<file path="src/rtl/cnt_timer_pkg.sv">
package cnt_timer_pkg;

    typedef enum logic [2:0] {
        REG_CTRL   = 3'd0,
        REG_CNT_HI = 3'd1,
        REG_CNT_LO = 3'd2,
        REG_CHF    = 3'd3,
        REG_STS    = 3'd4
    } reg_sel_e;

    typedef struct packed {
        logic run_en;
        logic halt_wait;
        logic halt_dbg;
        logic quick_clr;
    } ctrl_t;

    localparam int PSC_W   = 6;
    localparam int CNT_W   = 16;
    localparam int STS_OVF = 7;

    function automatic logic [7:0] ctrl_to_byte(ctrl_t c);
        return {c.run_en, c.halt_wait, c.halt_dbg, c.quick_clr, 4'b0000};
    endfunction

    function automatic ctrl_t byte_to_ctrl(logic [7:0] b);
        ctrl_t c;
        c.run_en    = b[7];
        c.halt_wait = b[6];
        c.halt_dbg  = b[5];
        c.quick_clr = b[4];
        return c;
    endfunction

endpackage

</file>
<file path="src/rtl/cnt_timer_psc.sv">
module cnt_timer_psc
    import cnt_timer_pkg::*;
#(
    parameter int PSC_LOG2 = 2
) (
    input  logic clk,
    input  logic rst,
    input  logic run,
    output logic step,
    output logic tick
);
    logic [PSC_W-1:0] psc_q;

    always_ff @(posedge clk) begin
        if (rst)      psc_q <= '0;
        else if (run) psc_q <= psc_q + 1'b1;
    end

    assign step = run & (&psc_q[PSC_LOG2-1:0]);
    assign tick = run & (&psc_q);

    // prescaler frozen while halted
    a_r3_psc_hold: assert property (@(posedge clk) disable iff (rst)
        !run |=> $stable(psc_q));

    // tick only while running
    a_r4_tick_run: assert property (@(posedge clk) disable iff (rst)
        tick |-> run);

endmodule

</file>
<file path="src/rtl/cnt_timer_ctr.sv">
module cnt_timer_ctr
    import cnt_timer_pkg::*;
(
    input  logic             clk,
    input  logic             rst,
    input  logic             step,
    input  logic             spec_mode,
    input  logic             ld_hi,
    input  logic             ld_lo,
    input  logic [7:0]       ld_data,
    output logic [CNT_W-1:0] cnt,
    output logic             wrap
);
    logic [CNT_W-1:0] cnt_q;
    logic             do_hi, do_lo;

    assign do_hi = spec_mode & ld_hi;
    assign do_lo = spec_mode & ld_lo;

    always_ff @(posedge clk) begin
        if (rst) begin
            cnt_q <= '0;
        end else if (do_hi || do_lo) begin
            if (do_hi) cnt_q[15:8] <= ld_data;
            if (do_lo) cnt_q[7:0]  <= ld_data;
        end else if (step) begin
            cnt_q <= cnt_q + 1'b1;
        end
    end

    assign wrap = step & ~do_hi & ~do_lo & (&cnt_q);
    assign cnt  = cnt_q;

    // loads outside special mode change nothing beyond a normal step
    a_r5_ignore_normal: assert property (@(posedge clk) disable iff (rst)
        (!spec_mode && (ld_hi || ld_lo) && !step) |=> $stable(cnt_q));

endmodule

</file>
<file path="src/rtl/cnt_timer_flags.sv">
module cnt_timer_flags #(
    parameter int NCH = 8
) (
    input  logic           clk,
    input  logic           rst,
    input  logic [NCH-1:0] ch_set,
    input  logic [NCH-1:0] ch_clr,
    input  logic           ovf_set,
    input  logic           ovf_clr,
    output logic [NCH-1:0] chf,
    output logic           ovf
);
    logic ovf_q;

    for (genvar i = 0; i < NCH; i++) begin : g_ch
        logic f_q;
        always_ff @(posedge clk) begin
            if (rst)            f_q <= 1'b0;
            else if (ch_set[i]) f_q <= 1'b1;
            else if (ch_clr[i]) f_q <= 1'b0;
        end
        assign chf[i] = f_q;

        // set wins over a same-cycle clear
        a_r7_set_wins: assert property (@(posedge clk) disable iff (rst)
            ch_set[i] |=> f_q);
    end

    always_ff @(posedge clk) begin
        if (rst)          ovf_q <= 1'b0;
        else if (ovf_set) ovf_q <= 1'b1;
        else if (ovf_clr) ovf_q <= 1'b0;
    end
    assign ovf = ovf_q;

    // a wrap always leaves the flag set
    a_r6_ovf_set: assert property (@(posedge clk) disable iff (rst)
        ovf_set |=> ovf_q);

endmodule

</file>
<file path="src/rtl/cnt_timer_top.sv">
module cnt_timer_top
    import cnt_timer_pkg::*;
#(
    parameter int NCH      = 8,
    parameter int PSC_LOG2 = 2
) (
    input  logic           clk,
    input  logic           rst,
    input  logic           bus_wr,
    input  logic           bus_rd,
    input  logic [2:0]     bus_addr,
    input  logic [7:0]     bus_wdata,
    output logic [7:0]     bus_rdata,
    input  logic           wait_mode,
    input  logic           dbg_mode,
    input  logic           spec_mode,
    input  logic [NCH-1:0] ch_event,
    input  logic [NCH-1:0] cap_rd_stb,
    input  logic [NCH-1:0] cmp_wr_stb,
    input  logic           acc_access,
    output logic [15:0]    count_val,
    output logic           ovf_flag,
    output logic [NCH-1:0] ch_flags,
    output logic           tick64,
    output logic           acc_flag_clr,
    output logic           irq
);
    ctrl_t            ctrl_q;
    reg_sel_e         sel;
    logic             wait_blk, dbg_blk, run;
    logic             step, wrap;
    logic             hit_cnt, acc_cnt;
    logic [NCH-1:0]   ch_clr;
    logic             ovf_clr;
    logic [CNT_W-1:0] cnt;
    logic [NCH-1:0]   chf;
    logic             ovf;

    assign sel = reg_sel_e'(bus_addr);

    always_ff @(posedge clk) begin
        if (rst)                         ctrl_q <= '0;
        else if (bus_wr && sel == REG_CTRL) ctrl_q <= byte_to_ctrl(bus_wdata);
    end

    assign wait_blk = ctrl_q.halt_wait & wait_mode;
    assign dbg_blk  = ctrl_q.halt_dbg  & dbg_mode;
    assign run      = ctrl_q.run_en & ~wait_blk & ~dbg_blk;

    cnt_timer_psc #(.PSC_LOG2(PSC_LOG2)) u_psc (
        .clk (clk),
        .rst (rst),
        .run (run),
        .step(step),
        .tick(tick64)
    );

    cnt_timer_ctr u_ctr (
        .clk      (clk),
        .rst      (rst),
        .step     (step),
        .spec_mode(spec_mode),
        .ld_hi    (bus_wr && sel == REG_CNT_HI),
        .ld_lo    (bus_wr && sel == REG_CNT_LO),
        .ld_data  (bus_wdata),
        .cnt      (cnt),
        .wrap     (wrap)
    );

    assign hit_cnt = (sel == REG_CNT_HI) || (sel == REG_CNT_LO);
    assign acc_cnt = (bus_rd || bus_wr) && hit_cnt;

    always_comb begin
        if (ctrl_q.quick_clr) begin
            ch_clr  = cap_rd_stb | cmp_wr_stb;
            ovf_clr = acc_cnt;
        end else begin
            ch_clr  = (bus_wr && sel == REG_CHF) ? bus_wdata[NCH-1:0] : '0;
            ovf_clr = bus_wr && sel == REG_STS && bus_wdata[STS_OVF];
        end
    end

    cnt_timer_flags #(.NCH(NCH)) u_flags (
        .clk    (clk),
        .rst    (rst),
        .ch_set (ch_event),
        .ch_clr (ch_clr),
        .ovf_set(wrap),
        .ovf_clr(ovf_clr),
        .chf    (chf),
        .ovf    (ovf)
    );

    always_comb begin
        unique case (sel)
            REG_CTRL:   bus_rdata = ctrl_to_byte(ctrl_q);
            REG_CNT_HI: bus_rdata = cnt[15:8];
            REG_CNT_LO: bus_rdata = cnt[7:0];
            REG_CHF:    bus_rdata = 8'(chf);
            REG_STS:    bus_rdata = {ovf, 7'b0};
            default:    bus_rdata = 8'h00;
        endcase
    end

    assign count_val    = cnt;
    assign ovf_flag     = ovf;
    assign ch_flags     = chf;
    assign acc_flag_clr = ctrl_q.quick_clr & acc_access;
    assign irq          = (ovf | (|chf)) & ~wait_blk;

    // no request while the wait halt is in force
    a_r11_irq_blocked: assert property (@(posedge clk) disable iff (rst)
        wait_blk |-> !irq);

    // quick-clear counter access drops the flag unless a wrap coincides
    a_r9_ovf_quick: assert property (@(posedge clk) disable iff (rst)
        (ctrl_q.quick_clr && acc_cnt && !wrap) |=> !ovf_flag);

endmodule

</file>
<file path="config.mk">
export PLATFORM = sky130hd
export DESIGN_NAME = cnt_timer_top
export DESIGN_NICKNAME = d
export VERILOG_FILES = /design/src/rtl/cnt_timer_pkg.sv /design/src/rtl/cnt_timer_psc.sv /design/src/rtl/cnt_timer_ctr.sv /design/src/rtl/cnt_timer_flags.sv /design/src/rtl/cnt_timer_top.sv
export SDC_FILE = /design/constraint.sdc
export NUM_CORES = 1
export LEC_CHECK = 0
export CORE_UTILIZATION = 49
export DETAILED_ROUTE_END_ITERATION = 10
export PLACE_DENSITY = 0.89
export SYNTH_ARGS = -nofsm -noshare
export SYNTH_HDL_FRONTEND = slang
export SYNTH_SLANG_ARGS = --single-unit
</file>
<file path="constraint.sdc">
create_clock -name clk -period 3.2 [get_ports clk]
set_input_delay 0.64 -clock clk [delete_from_list [all_inputs] [get_ports clk]]
set_output_delay 0.64 -clock clk [all_outputs]
set_load 0.005 [all_outputs]
</file>
==> metrics.txt <==
TNS Setup=0 ns; clock share of power=33.7%; max-cap viol count=0; row count=24; pre-CTS setup slack=-0.0152 ns; first-pass GRT wire length=12000 um; Tmin final=3.06 ns; pwr dens=300 mW/mm^2; synth top area cells=dfxtp_1, nor2_1, nand2_1; Antenna Cells=0; largest net degree at the start of global routing=21; final hold viol count=0; WP buf/inv=3; max-slew violations=0; slowest stage delay, CP=0.51 ns; Max-slew headroom=54.5%; Remaining Overflow, GRT=0; clk slew on worst S/H paths=0.07 ns; Unique masters post-synth=56; Residual DRC=0; Worst-Skew Late Latency=0.29 ns; initial antenna violation count=0; maximum vdd drop=251 uV; CTS max path bufs=2; Layout area overhead=41.8%; cell mode on critical path=clkdlybuf4s50_1; fmax=0.327 GHz; RSZ-0062 raised after global routing=no; Reg power frac=47.9%; Clock Sinks=35; CP Max Fanout=20; sequential area share after synthesis=30.8%; CTS buffer count=5; Initial Utilization=51.6%; Final Power=967 uW; DRT Pass-1 Iters=4; Comb pwr share=18.4%; Post-synth EDFFs=0; delay-heaviest family, CP=buffers and inverters; syn_nets=335; Final Skew=0.00530 ns; worst-margin pin slew=0.680 ns; Internal=721 uW; Synth Area per Inst=7.85 sq um; final count of negative-setup-slack endpoints=0; Sw Pwr=246 uW; Root Driver=clkbuf_8; Antenna Nets Post-Route=0; # Post-CTS Setup Buffers=0; H-tree levels=2; static leakage=1.14 nW; WL final=7460 um; HP Class=flip-flop to flip-flop; Syn. warnings=0; Worst Setup End Kind=output port; Final Wtd Congestion=0.930; CP Class=primary input to output port; Core ar.=0.00441 sq mm; dominant synthesized flop cell=dfxtp_1; most common cell in the netlist=nor2_1; fin worst setup slack=0.142 ns; Iter 0 DRT Violations=226; Port Buffers=78; required time worst endpoint=2.56 ns; Routed wire per std cell=17.9 um; gate count of the mapped netlist=290; die footprint=0.00492 sq mm; Util after Layout=73.1%; outcome=finished, final reports clean; layout cells sized above 1=10.1%; DR vias=2561; critical path startpoint category=primary input; vias in the first global route=2360; slowest library cell on the worst path=clkdlybuf4s50_1; DR vias/cell=6.13; post-synthesis register bit count=35; Async SR Flop Fraction=0%; Sw Ratio=25.4%; Data arrival, critical path=2.42 ns; CTS tree=done; HPWL after detailed placement=5730 um; Yosys top cell area share=30.8%; I/O pins=79; Commonest cells post-synth=nor2_1, dfxtp_1, nand2_1; Tcrit/Tclk final=95.6%; cell taking the most area after synthesis=dfxtp_1; GRT Total Usage=31.2%; CP Cell Sequence=clkdlybuf4s50_1 > buf_12 > mux4_2 > nor2b_1 > clkdlybuf4s50_1; Netlist Area Pre-Place=0.00228 sq mm; chip height=70.2 um; die width=70.2 um; fin nets=411
[power groups by stage]
stage,combinational (mW),sequential [mW],clock (mW)
detailed placement,0.177,0.472,0
finish,0.178,0.463,0.326
floorplan,0.0757,0.466,0
global route,0.191,0.464,0.348
global placement,0.173,0.472,0
CTS,0.177,0.462,0.334
[flip-flops by register name, summed over array words and instances, names as in the netlist]
name,cells
u_flags.g_ch.f_q,8
u_flags.ovf,1
u_ctr.cnt,16
u_psc.psc_q,6
ctrl_q,4
[layer usage]
| metal | wire length, um | vias to the layer above | global-route usage (%) | share of wire (%) |
|---|---|---|---|---|
| met1 | 3080 | 1181 | 42.7 | 41 |
| met2 | 3510 | 149 | 50.0 | 47 |
| met4 | 111 | 0 | 10.9 | 1.5 |
| met5 | 0 | - | 0 | 0 |
| met3 | 766 | 10 | 4.76 | 10 |
| li1 | - | 1221 | - | - |
[layout by cell type, fill, tap and decap left out, types with 6 or more instances in the layout]
cell type | synthesis | layout
a22oi_1 | 7 | 7
clkdlybuf4s50_1 | 0 | 77
dfxtp_1 | 35 | 35
and2_1 | 6 | 6
and3_1 | 7 | 7
a31oi_1 | 13 | 13
clkbuf_8 | 0 | 6
a21oi_1 | 14 | 14
nor2_1 | 36 | 35
nand2_1 | 30 | 30
nand3_1 | 7 | 7
o21ai_0 | 21 | 21
buf_4 | 8 | 15
[repair_timing]
item,4_1_cts,5_1_grt
hold buffers,0,0
resized for setup,1,1
cloned,0,0
endpoints found under the setup margin,2,3
[area by class of cell]
type | instances | area (sq um)
clock buffers | 6 | 82.6
clock inverters | 1 | 5.00
well taps | 52 | 65.1
repair buffers | 95 | 932
flip-flops and latches | 35 | 701
multi-input cells | 224 | 1420
inverters | 5 | 18.8
fillers | 353 | 1190
[worst reg2reg max path, stage by stage, from the launching register on]
cell and delay (ns):
dfxtp_1 0.34, a22oi_1 0.25, buf_4 0.17, nand3_1 0.19, a22o_1 0.42, o21bai_1 0.23, a32o_1 0.26
[path summary, 6_finish.rpt]
path / slack, ns / from / endpoint / depth (start not counted)
worst min register to register: 0.51 / u_psc.psc_q[5] / u_psc.psc_q[5] / 2
worst max register to register: 1.24 / ctrl_q[2] / u_ctr.cnt[14] / 6
worst min-delay path: 0.51 / u_psc.psc_q[5] / u_psc.psc_q[5] / 2
worst max-delay path: 0.14 / bus_addr[0] / bus_rdata[6] / 5
[cells by family (layout without fill, tap and decap cells)]
logic type                 count (synthesis)  after routing  synth area share [%]
and+or+nand+nor                          118            118                  27.0
AOI/OAI and AO/OA                         85             85                  24.4
DFF                                       35             35                  30.8
buffers and inverters                     31            107                  6.81
muxes                                     13             13                  7.64
xor gates and xnor gates                   6              6                  2.31
adders and majority gates                  2              2                  1.10
[per-stage QoR]
stage                     hold WS, ns  instance area, sq um  std cells
final                           0.514                  3230        418
after global routing            0.552                  3230        418
after CTS                       0.525                  3230        418
after detailed placement        0.503                  3140        411
after global placement          0.486                  3140        411
after floorplan                 0.472                  2280        290
(Power assumes the default switching activity.)
